===== src/rtl/f2i_pkg.sv =====
`timescale 1ns/1ps
package f2i_pkg;

   // Resolved rounding mode codes as seen at the block's input
   typedef enum logic [2:0] {
      RND_NEAR_EVEN = 3'd0,
      RND_TO_ZERO   = 3'd1,
      RND_DOWN      = 3'd2,
      RND_UP        = 3'd3,
      RND_NEAR_MAX  = 3'd4
   } rnd_mode_e;

   // Special-value classification of the floating-point operand
   typedef struct packed {
      logic is_zero;
      logic is_inf;
      logic is_nan;
   } fp_kind_t;

endpackage


===== src/rtl/f2i_unpack.sv =====
`timescale 1ns/1ps
module f2i_unpack
   import f2i_pkg::*;
#(
   parameter  int EXP_W = 8,
   parameter  int MAN_W = 23,
   parameter  int INT_W = 32,
   localparam int FP_W  = 1 + EXP_W + MAN_W,
   localparam int SH_W  = $clog2(INT_W + 1)
) (
   input  logic [FP_W-1:0]  fp_i,
   output logic             sign_o,
   output fp_kind_t         kind_o,
   output logic             big_o,          // exponent beyond any integer range
   output logic             tiny_o,         // magnitude below one half
   output logic             half_o,         // magnitude in [0.5, 1)
   output logic             tiny_sticky_o,  // tiny magnitude is nonzero
   output logic [SH_W-1:0]  shamt_o,        // unbiased exponent for the shift path
   output logic [MAN_W:0]   sig_o           // significand with hidden bit
);

   localparam int BIAS = (1 << (EXP_W - 1)) - 1;
   localparam logic [EXP_W-1:0] EXP_HALF = EXP_W'(BIAS - 1);
   localparam logic [EXP_W-1:0] EXP_ONE  = EXP_W'(BIAS);
   localparam logic [EXP_W-1:0] EXP_TOP  = EXP_W'(BIAS + INT_W);

   if (INT_W + 2 > BIAS) begin : g_bad_range
      $error("f2i_unpack: exponent field too narrow for INT_W");
   end
   if (SH_W > EXP_W) begin : g_bad_shift
      $error("f2i_unpack: shift amount wider than exponent field");
   end
   if (MAN_W < 2) begin : g_bad_man
      $error("f2i_unpack: MAN_W must be at least 2");
   end

   logic [EXP_W-1:0] exp_f;
   logic [MAN_W-1:0] man_f;
   logic             exp_all1;
   logic             exp_zero;
   logic             man_nz;

   always_comb begin
      sign_o   = fp_i[FP_W-1];
      exp_f    = fp_i[FP_W-2 -: EXP_W];
      man_f    = fp_i[MAN_W-1:0];
      exp_all1 = &exp_f;
      exp_zero = ~|exp_f;
      man_nz   = |man_f;

      kind_o.is_zero = exp_zero & ~man_nz;
      kind_o.is_inf  = exp_all1 & ~man_nz;
      kind_o.is_nan  = exp_all1 &  man_nz;

      sig_o         = {~exp_zero, man_f};
      big_o         = exp_f > EXP_TOP;
      tiny_o        = exp_f < EXP_HALF;
      half_o        = exp_f == EXP_HALF;
      tiny_sticky_o = ~exp_zero | man_nz;
      shamt_o       = SH_W'(exp_f - EXP_ONE);
   end

endmodule


===== src/rtl/f2i_align.sv =====
`timescale 1ns/1ps
module f2i_align #(
   parameter  int MAN_W = 23,
   parameter  int INT_W = 32,
   localparam int SH_W  = $clog2(INT_W + 1),
   localparam int WIDE_W = MAN_W + INT_W + 1
) (
   input  logic [MAN_W:0]   sig_i,
   input  logic [SH_W-1:0]  shamt_i,
   input  logic             tiny_i,
   input  logic             half_i,
   input  logic             tiny_sticky_i,
   output logic [INT_W:0]   ipart_o,   // truncated integer magnitude, one spare bit
   output logic             rbit_o,    // first dropped bit (weight one half)
   output logic             sticky_o   // OR of all lower dropped bits
);

   // Logarithmic left shifter: stage g shifts by 2**g
   logic [SH_W:0][WIDE_W-1:0] lvl;
   assign lvl[0] = WIDE_W'(sig_i);

   for (genvar g = 0; g < SH_W; g++) begin : g_stage
      assign lvl[g+1] = shamt_i[g] ? (lvl[g] << (1 << g)) : lvl[g];
   end

   logic [WIDE_W-1:0] shifted;
   assign shifted = lvl[SH_W];

   always_comb begin
      if (tiny_i) begin
         ipart_o  = '0;
         rbit_o   = 1'b0;
         sticky_o = tiny_sticky_i;
      end else if (half_i) begin
         ipart_o  = '0;
         rbit_o   = 1'b1;
         sticky_o = |sig_i[MAN_W-1:0];
      end else begin
         ipart_o  = shifted[MAN_W +: INT_W+1];
         rbit_o   = shifted[MAN_W-1];
         sticky_o = |shifted[MAN_W-2:0];
      end
   end

endmodule


===== src/rtl/f2i_round.sv =====
`timescale 1ns/1ps
module f2i_round
   import f2i_pkg::*;
#(
   parameter  int INT_W = 32,
   localparam int MAG_W = INT_W + 2
) (
   input  logic             sign_i,
   input  fp_kind_t         kind_i,
   input  logic             big_i,
   input  logic [INT_W:0]   ipart_i,
   input  logic             rbit_i,
   input  logic             sticky_i,
   input  logic [2:0]       mode_i,
   input  logic             signed_i,
   output logic [INT_W-1:0] res_o,
   output logic             nv_o,
   output logic             nx_o
);

   localparam logic [MAG_W-1:0] S_POS_LIM = {3'b000, {(INT_W-1){1'b1}}};
   localparam logic [MAG_W-1:0] S_NEG_LIM = {3'b001, {(INT_W-1){1'b0}}};
   localparam logic [MAG_W-1:0] U_POS_LIM = {2'b00, {INT_W{1'b1}}};
   localparam logic [INT_W-1:0] SMAX = {1'b0, {(INT_W-1){1'b1}}};
   localparam logic [INT_W-1:0] SMIN = {1'b1, {(INT_W-1){1'b0}}};
   localparam logic [INT_W-1:0] UMAX = {INT_W{1'b1}};

   logic             lost;
   logic             inc;
   logic [MAG_W-1:0] mag;
   logic [INT_W-1:0] mag_lo;
   logic             ovf;
   logic             pos_clip;

   // Increment decision from the two dropped-bit summaries
   always_comb begin
      lost = rbit_i | sticky_i;
      case (rnd_mode_e'(mode_i))
         RND_NEAR_EVEN: inc = rbit_i & (sticky_i | ipart_i[0]);
         RND_TO_ZERO:   inc = 1'b0;
         RND_DOWN:      inc = lost & sign_i;
         RND_UP:        inc = lost & ~sign_i;
         RND_NEAR_MAX:  inc = rbit_i;
         default:       inc = 1'b0;
      endcase
      mag    = {1'b0, ipart_i} + MAG_W'(inc);
      mag_lo = mag[INT_W-1:0];
   end

   // Range judged on the rounded magnitude
   always_comb begin
      if (signed_i) ovf = sign_i ? (mag > S_NEG_LIM) : (mag > S_POS_LIM);
      else          ovf = sign_i ? (mag != '0)       : (mag > U_POS_LIM);
      nv_o     = kind_i.is_nan | kind_i.is_inf | big_i | ovf;
      nx_o     = lost & ~nv_o;
      pos_clip = kind_i.is_nan | ~sign_i;
      if (nv_o) begin
         if (pos_clip) res_o = signed_i ? SMAX : UMAX;
         else          res_o = signed_i ? SMIN : '0;
      end else begin
         res_o = sign_i ? (~mag_lo + INT_W'(1)) : mag_lo;
      end
   end

endmodule


===== src/rtl/f2i_convert.sv =====
`timescale 1ns/1ps
module f2i_convert
   import f2i_pkg::*;
#(
   parameter  int EXP_W   = 8,
   parameter  int MAN_W   = 23,
   parameter  int INT_W   = 32,
   parameter  int LATENCY = 2,
   localparam int FP_W    = 1 + EXP_W + MAN_W,
   localparam int SH_W    = $clog2(INT_W + 1)
) (
   input  logic             clk,
   input  logic             rst_n,
   input  logic             start_i,
   input  logic [FP_W-1:0]  fp_i,
   input  logic             signed_i,
   input  logic [2:0]       rnd_mode_i,
   output logic [INT_W-1:0] result_o,
   output logic             invalid_o,
   output logic             inexact_o,
   output logic             done_o
);

   if (LATENCY < 1 || LATENCY > 2) begin : g_bad_latency
      $error("f2i_convert: LATENCY must be 1 or 2");
   end

   localparam logic [INT_W-1:0] SMAX = {1'b0, {(INT_W-1){1'b1}}};

   typedef struct packed {
      logic           valid;
      logic           sign;
      fp_kind_t       kind;
      logic           big;
      logic [INT_W:0] ipart;
      logic           rbit;
      logic           sticky;
      logic [2:0]     mode;
      logic           is_signed;
   } mid_t;

   // ---------------- stage A: unpack and align ----------------
   logic            u_sign, u_big, u_tiny, u_half, u_tsticky;
   fp_kind_t        u_kind;
   logic [SH_W-1:0] u_shamt;
   logic [MAN_W:0]  u_sig;
   logic [INT_W:0]  a_ipart;
   logic            a_rbit, a_sticky;

   f2i_unpack #(.EXP_W(EXP_W), .MAN_W(MAN_W), .INT_W(INT_W)) i_unpack (
      .fp_i          (fp_i),
      .sign_o        (u_sign),
      .kind_o        (u_kind),
      .big_o         (u_big),
      .tiny_o        (u_tiny),
      .half_o        (u_half),
      .tiny_sticky_o (u_tsticky),
      .shamt_o       (u_shamt),
      .sig_o         (u_sig)
   );

   f2i_align #(.MAN_W(MAN_W), .INT_W(INT_W)) i_align (
      .sig_i         (u_sig),
      .shamt_i       (u_shamt),
      .tiny_i        (u_tiny),
      .half_i        (u_half),
      .tiny_sticky_i (u_tsticky),
      .ipart_o       (a_ipart),
      .rbit_o        (a_rbit),
      .sticky_o      (a_sticky)
   );

   mid_t mid_d, mid_q;

   always_comb begin
      mid_d.valid     = start_i;
      mid_d.sign      = u_sign;
      mid_d.kind      = u_kind;
      mid_d.big       = u_big;
      mid_d.ipart     = a_ipart;
      mid_d.rbit      = a_rbit;
      mid_d.sticky    = a_sticky;
      mid_d.mode      = rnd_mode_i;
      mid_d.is_signed = signed_i;
   end

   // ---------------- optional split register ----------------
   if (LATENCY == 2) begin : g_split
      always_ff @(posedge clk or negedge rst_n) begin
         if (!rst_n)           mid_q <= '0;
         else if (mid_d.valid) mid_q <= mid_d;
         else                  mid_q.valid <= 1'b0;
      end
   end else begin : g_direct
      assign mid_q = mid_d;
   end

   // ---------------- stage B: round and saturate ----------------
   logic [INT_W-1:0] r_res;
   logic             r_nv, r_nx;

   f2i_round #(.INT_W(INT_W)) i_round (
      .sign_i   (mid_q.sign),
      .kind_i   (mid_q.kind),
      .big_i    (mid_q.big),
      .ipart_i  (mid_q.ipart),
      .rbit_i   (mid_q.rbit),
      .sticky_i (mid_q.sticky),
      .mode_i   (mid_q.mode),
      .signed_i (mid_q.is_signed),
      .res_o    (r_res),
      .nv_o     (r_nv),
      .nx_o     (r_nx)
   );

   always_ff @(posedge clk or negedge rst_n) begin
      if (!rst_n) begin
         result_o  <= '0;
         invalid_o <= 1'b0;
         inexact_o <= 1'b0;
         done_o    <= 1'b0;
      end else begin
         done_o <= mid_q.valid;
         if (mid_q.valid) begin
            result_o  <= r_res;
            invalid_o <= r_nv;
            inexact_o <= r_nx;
         end
      end
   end

   // ---------------- assertions ----------------
   p_latency_r1: assert property (@(posedge clk) disable iff (!rst_n)
      done_o |-> $past(start_i, LATENCY));

   p_flags_exclusive_r7: assert property (@(posedge clk) disable iff (!rst_n)
      done_o |-> !(invalid_o && inexact_o));

   p_zero_clean_r8: assert property (@(posedge clk) disable iff (!rst_n)
      (mid_q.valid && mid_q.kind.is_zero) |=>
         (done_o && result_o == '0 && !invalid_o && !inexact_o));

   p_nan_clip_r5: assert property (@(posedge clk) disable iff (!rst_n)
      (mid_q.valid && mid_q.kind.is_nan && mid_q.is_signed) |=>
         (result_o == SMAX && invalid_o));

   p_unsigned_negative_r4: assert property (@(posedge clk) disable iff (!rst_n)
      (mid_q.valid && !mid_q.is_signed && mid_q.sign && !mid_q.kind.is_nan) |=>
         (result_o == '0));

endmodule


===== config.mk =====
export PLATFORM = sky130hd
export DESIGN_NAME = f2i_convert
export DESIGN_NICKNAME = d
export VERILOG_FILES = /design/src/rtl/f2i_pkg.sv /design/src/rtl/f2i_unpack.sv /design/src/rtl/f2i_align.sv /design/src/rtl/f2i_round.sv /design/src/rtl/f2i_convert.sv
export SDC_FILE = /design/constraint.sdc
export NUM_CORES = 1
export LEC_CHECK = 0
export ABC_AREA = 1
export BUFFER_PORTS_ARGS = -buffer_cell sky130_fd_sc_hd__buf_2
export CAP_MARGIN = 20
export CELL_PAD_IN_SITES_DETAIL_PLACEMENT = 0
export CELL_PAD_IN_SITES_GLOBAL_PLACEMENT = 1
export CORE_MARGIN = 5
export CORE_UTILIZATION = 42
export DETAILED_ROUTE_END_ITERATION = 10
export GPL_TIMING_DRIVEN = 0
export PLACE_DENSITY = 0.85
export SLEW_MARGIN = 15
export SYNTH_ARGS = -nofsm -noshare
export SYNTH_HDL_FRONTEND = slang
export SYNTH_SLANG_ARGS = --single-unit

===== constraint.sdc =====
create_clock -name clk -period 4.3 [get_ports clk]
set_clock_uncertainty 0.2 [all_clocks]
set_input_delay 0.43 -clock clk [delete_from_list [all_inputs] [get_ports clk]]
set_output_delay 0.43 -clock clk [all_outputs]
set_load 0.02 [all_outputs]

==> results of run 1 <==
power groups by stage:
stage | Clock, mW | Combinational, mW | Sequential [mW]
2_1_floorplan | 0 | 0.667 | 1.05
3_3_place_gp | 0 | 1.11 | 0.959
3_5_place_dp | 0 | 1.11 | 0.962
4_1_cts | 0.834 | 1.12 | 0.948
5_1_grt | 0.861 | 1.26 | 0.966
6_report | 0.823 | 1.13 | 0.949
worst reg2reg max path, delay by kind of cell (launching register included):
kind,cells,cell delay [ns]
simple gates,12,1.33
buf+inv,5,1.00
fa+ha+maj,3,0.70
flops,1,0.44
compound gates,2,0.17
worst max-delay path by stage:
stage,slack (ns),cells past startpoint,to
floorplan,0.74,23,result_o[19]
global placement,0.009,22,result_o[28]
detailed placement,-0.007,22,result_o[21]
CTS,0.15,22,result_o[19]
global route,0.01,21,result_o[17]
finish,0.32,22,result_o[21]
per-layer routing:
metal | wire length, µm | share of wire (%) | vias up
li1 | - | - | 4015
met1 | 11280 | 45 | 3790
met2 | 11370 | 45 | 273
met3 | 1706 | 6.8 | 41
met4 | 686 | 2.7 | 0
met5 | 0 | 0 | -
cell usage in the layout, fill, tap and decap left out, types with 3 or more instances in the layout:
cell / n
nand2_1: 417
nand3_1: 148
inv_1: 98
nor2_1: 90
dfrtp_1: 79
buf_2: 76
o21ai_0: 70
clkbuf_1: 31
xor2_1: 22
nand4_1: 22
o221ai_1: 21
nand3_2: 17
a21oi_1: 14
nand2_2: 14
nor3_1: 12
nor2_2: 11
or2_2: 9
o22ai_1: 9
clkbuf_16: 9
nor2_4: 7
or2_0: 7
ha_1: 7
buf_4: 6
xnor2_1: 5
inv_2: 5
a31oi_1: 5
nor4_1: 5
clkinvlp_4: 3
a22oi_1: 3
layout make-up:
cell class,count,share of cell area (%)
multi-input cells,937,56.13
flip-flops and latches,79,23.92
repair buffers,79,5.209
inverters,105,4.815
well taps,225,3.407
clock buffers,10,2.771
plain buffers,44,2.710
clock inverters,6,1.030
metrics by stage:
stage,area (µm²),total power [mW]
5_1_grt,8263,3.082
2_1_floorplan,7231,1.713
4_1_cts,8237,2.900
3_5_place_dp,7900,2.073
6_report,8263,2.904
3_3_place_gp,7878,2.067
Yosys cell counts (all sizes together), types with 2 or more instances:
cell    count  area [µm²]
inv       104       390.4
buf        11       83.82
o21ai      72       360.3
a22oi       3       22.52
dfrtp      79        1977
nand3b      2       15.01
nand4      22       137.6
o22ai       9       56.30
nor4        5       31.28
a221oi      2       17.52
xnor2       5       43.79
clkbuf     34       137.6
a21oi      14       70.07
o211ai      2       15.01
nand3     165       910.9
ha          7       87.58
mux2i       2       20.02
or2        16       100.1
nand2     433        1675
nor3       13       70.07
a31oi       5       31.28
nor2      110       525.5
o221ai     21       183.9
xor2       24       225.2
o21bai      2       15.01
kinds of logic after synthesis:
group                      synth area share, %
DFF                                      27.34
AOI/OAI and AO/OA                        10.92
xor gates and xnor gates                 3.720
muxes                                   0.2769
adders and majority gates                1.211
and+or+nand+nor                          48.02
buffers and inverters                    8.513
sequential cells by signal (all words and copies together), names as in the netlist:
signal	cells
done_o	1
inexact_o	1
invalid_o	1
mid_q	44
result_o	32
what timing repair did:
action / 4_1_cts / 5_1_grt
endpoints found under the hold margin: 39 / 0
setup buffers: 0 / 3
hold buffers: 2 / 0
gates resized for setup: 2 / 5
pin swaps: 0 / 0
setup endpoints to repair: 11 / 34
==> flow_summary.ini, run 1 <==
[power_and_ir_drop]
combinationalPowerShare_pct = 39.0
netSwitchingFraction_pct = 40.38
power_switching_mw = 1.173
p_per_area_nw_per_um2 = 351.5
irDropWorstVdd_mv = 0.2185
clkPwrFrac_pct = 28.3
p_int_mw = 1.731
seqPwrFrac_pct = 32.7
p_leak_nw = 4.129

[placement]
pre_cts_slack_ns = -0.007020
dpl.cell_count = 1465
gp_congestion = 0.9864
dp_hpwl_mm = 20.78
portBuffers = 73

[critical_path]
cpMostUsedCell = nand2_1
critPathMaxFanout = 10
r2r-end = result_o[21]
cp.arrival_ns = 4.01
crit_path_top_delay_cell = dfrtp_1
critical-path-top-delay-family = simple AND/OR/NAND/NOR gates
setup.worst_path.class = register to register
startpoint = mid_q[43]
r2r_setup_slack_ns = 0.32
cp-start-kind = register
max_stage_delay_ns = 0.44
r2r-start = mid_q[43]
worst_r2r_path_depth = 22
cp-end-kind = register
worstPathCellList = clkbuf_2, clkbuf_4, nand2_1, nand3_1, o21ai_0, ha_1, ha_1, inv_1, ha_1, o21ai_0, nor2_2, nand3_2, nor2_1, nand2_1, nor2_2, nand3_2, nand2_1, nand2_1, nand2_1, buf_6, buf_12, nand3_2
cp.required_ns = 4.34
critPathBufInv = 5

[cts]
clk_pin_slew_ns = 0.06
cts-root-buf = clkbuf_16
cts_inserted_buffers = 9
h-tree-depth = 3
cts_tree = built
insertion_delay_ns = 0.35
clock_path_buffers = 2
clock-sinks = 79

[global_routing]
grt_max_degree = 42
grt_use_met3_pct = 4.647
grt_use_total_pct = 25.46
top_usage_layer = met2
grt-ovfl-total = 0
gr-usage-met1_pct = 34.66
grt_pass1_vias = 7715
antenna_found_initial = 0
grt_use_met2_pct = 41.26
grt_pass1_wl_mm = 40.19

[floorplanning]
dieArea_um2 = 19940
die_y_um = 141.2
ios = 74
rows = 48
core_um2 = 17120
die_w_um = 141.2
start_util_pct = 42.24

[logic_synthesis]
syn_area_per_cell_um2 = 6.201
syn-cell-area_um2 = 7231
synth_nets = 1212
async_reset_ff_share_pct = 100.0
yosysSeqAreaShare_pct = 27.34
synth_cells = 1166
synth_warnings = 0
synth-edff-count = 0
synth_ff_type = dfrtp_1
ys_ff_latch = 79
ys_types = 45

[layout]
num_antenna_cells = 0
multi_input_area_um2 = 4638
seq_area_um2 = 1977
area_delta_synth_final_pct = 14.28
drive_gt1_share_pct = 13.89
nFillCells = 1876
fin_util_pct = 48.27
num-nets-final = 1301
fin_cells = 1485

[route]
routedWlPerCell_um = 16.86
ant_nets = 0
vias = 8119
drc_errors = 0
drt_pass1_iterations = 7
drt_iter0_drc = 764
wirelength_mm = 25.04
via_per_inst = 5.467

[run]
maxCapViolations = 0

[sta]
fin_tns_setup_ns = 0
max_slew.worst_pin.slew_ns = 0.9864
period_share_pct = 92.44
rsz0062_at_grt = false
max_slew_margin_pct = 34.02
setup_ws_ns = 0.3249
finalCriticalPeriod_ns = 3.975
whs_ns = 0.07738
slew_violations = 0
hold_viol_final = 0
setup_viol = 0
fmax_ghz = 0.2516

[min_path]
worstHoldEndpoint = mid_q[3]
hold_start = rnd_mode_i[2]
min_path_cells = 3
hold_path_class = primary input to register

[run_status]
status = finished, final reports clean
Power figures use the tool's default switching activity.
==> inputs of run 2 (changes only) <==
Settings changed: ABC_AREA 1 to 0, BUFFER_PORTS_ARGS -buffer_cell sky130_fd_sc_hd__buf_2 to not set, CORE_UTILIZATION 42 to 49, DONT_BUFFER_PORTS set to 1.
==> run 2 against run 1 <==
Net effect:
- the flow now finishes with violations (negative setup slack)
- power grew 6.0%
- fmax shrank 11%
- register-to-register slack worse by 0.50 ns
- cell count is 29% lower
- routed wire length shrank 5.6%
- via count is 18% lower
- sequential power is 9.6% higher
- worst hold slack worse by 0.044 ns
- largest cell class unchanged
==> flow_summary.ini, run 2 <==
[run_status]
status = finished, violations left
violations = negative setup slack

[layout]
largest_register = mid_q
num-nets-final = 908
num_antenna_cells = 0
fin_cells = 1047
stdcell_area_um2 = 8134
area_delta_synth_final_pct = 18.05
final_common_cell = dfrtp_1
drive_gt1_share_pct = 20.53
top_regs = mid_q (44), result_o (32)
mostFrequentLayoutCells = 79 x dfrtp_1, 64 x nand2_1, 56 x nor2_1, 54 x xnor2_1
fin_util_pct = 58.83
largest_reg_flops = 44

[logic_synthesis]
synth_cells = 823
synthSimpleGateAreaFrac_pct = 21.61
synth_adder_area_share_pct = 1.271
yosysTopAreaCellShare_pct = 28.69
yosysSeqAreaShare_pct = 28.69
synth_ff_type = dfrtp_1
async_reset_ff_share_pct = 100.0
synthXorXnorAreaFrac_pct = 8.771
synth.most_common_cell = nor2_1
yosysTopAreaCell = dfrtp_1
synth_nets = 869
yosys-top-cells-area = dfrtp_1 29%, xnor2_1 7.2%, mux4_2 5.6%
synth_compound_area_share_pct = 21.41
syn_area_per_cell_um2 = 8.372
syn-cell-area_um2 = 6890
synth_top_family_by_area = simple AND/OR/NAND/NOR gates
synth-edff-count = 0
synthMuxAreaShare_pct = 12.06
ys_ff_latch = 79
ys_types = 73
synth_common_cells = 86 x nor2_1, 79 x dfrtp_1, 64 x nand2_1
synth_warnings = 0

[global_routing]
grt_max_degree = 80
grt_pass1_vias = 6492
grt_pass1_wl_mm = 35.90
grt-ovfl-total = 0
grt_use_total_pct = 27.84
antenna_found_initial = 0

[route]
drc_errors = 0
routedWlPerCell_um = 22.58
vias = 6667
via_per_inst = 6.368
drt_iter0_drc = 578
drt_pass1_iterations = 6
wirelength_mm = 23.64
ant_nets = 0

[sta]
rsz0062_at_grt = true
max_slew_margin_pct = 25.98
whs_ns = 0.03367
slew_violations = 0
setup_viol = 33
hold_viol_final = 0
period_share_pct = 104.1
fmax_ghz = 0.2233
max_slew.worst_pin.slew_ns = 1.102
fin_tns_setup_ns = -3.926
setup_ws_ns = -0.1780
finalCriticalPeriod_ns = 4.478

[placement]
gp_congestion = 0.9657
dp_hpwl_mm = 18.08
dpl.cell_count = 1003
postPlaceCellArea_um2 = 7208
pre_cts_slack_ns = -0.7965
portBuffers = 0

[critical_path]
cp.required_ns = 4.38
cp-end-kind = register
cp-start-kind = register
setup.worst_path.class = register to register
critPathMaxFanout = 6
cp.arrival_ns = 4.56
startpoint = mid_q[43]
r2r-start = mid_q[43]

[floorplanning]
core_um2 = 13830
die_y_um = 128.6
die_w_um = 128.6
ios = 74
dieArea_um2 = 16530
rows = 43
start_util_pct = 49.83

[cts]
clk_pin_slew_ns = 0.06
cts_tree = built
cts-root-buf = clkbuf_16
insertion_delay_ns = 0.34
cts_inserted_buffers = 9
clock_path_buffers = 2
clock-sinks = 79
h-tree-depth = 3

[power_and_ir_drop]
p_leak_nw = 3.146
power_mw = 3.079
p_per_area_nw_per_um2 = 378.5
irDropWorstVdd_mv = 0.2155

[run]
maxCapViolations = 0

[min_path]
hold_path_class = primary input to register
hold_start = rnd_mode_i[2]
## run 2: repair_timing
item | CTS | global route
hold buffers | 3 | 0
endpoints found under the hold margin | 80 | 0
resized for setup | 33 | 57
cloned | 1 | 1
setup endpoints to repair | 35 | 35
pin swaps | 10 | 13
buffers inserted | 14 | 10
## run 2: logic make-up (layout without fill, tap and decap cells)
| group | Yosys count | after routing |
|---|---|---|
| simple gates | 295 | 295 |
| compound gates | 211 | 211 |
| buf+inv | 102 | 146 |
| flops | 79 | 79 |
| xor+xnor | 69 | 69 |
| mux | 60 | 60 |
| fa+ha+maj | 7 | 7 |
## run 2: cell type report
cell class	instances	area (µm²)
Buffer	56	291.5
Clock buffer	10	229.0
Clock inverter	6	85.08
Fill cell	1210	5693
Inverter	44	165.2
Multi-Input combinational cell	642	4872
Sequential cell	79	1977
Tap cell	180	225.2
Timing Repair Buffer	30	289.0
## run 2: path summary, 6_finish.rpt
| kind | depth (start not counted) | slack [ns] | end |
|---|---|---|---|
| setup / recovery | 17 | -0.18 | result_o[11] |
| hold / removal | 1 | 0.03 | mid_q[3] |
| setup reg to reg | 17 | -0.18 | result_o[11] |
| hold reg to reg | 0 | 0.21 | done_o |
| max in group asynchronous | 2 | 3.10 | mid_q[9] |
| min in group asynchronous | 2 | 0.46 | result_o[21] |
## run 2: where the power goes
group / internal (mW) / total (mW) / switching, mW
combinational: 0.511 / 1.23 / 0.720
sequential: 0.853 / 1.04 / 0.188
clock: 0.506 / 0.808 / 0.302
## run 2: routing by layer
metal	vias up	global-route usage, %	wire length, µm
met5	-	0	0
met3	77	4.981	1359
met4	0	14.64	1403
li1	3109	-	-
met2	299	49.07	11820
met1	3182	32.19	9059
## run 2: worst max-delay path: stages, from the launching register on
cell and delay, ns:
dfrtp_1 0.43, mux2_4 0.32, o32a_1 0.29, nor2_2 0.13, ha_4 0.19, buf_6 0.11, nand3_4 0.09, or3_4 0.44
or4_4 0.47, mux2_4 0.23, o211ai_2 0.10, or4b_1 0.47, o31a_1 0.27, buf_6 0.15, buf_6 0.14, clkbuf_16 0.16
nor2_4 0.10, o22a_1 0.12
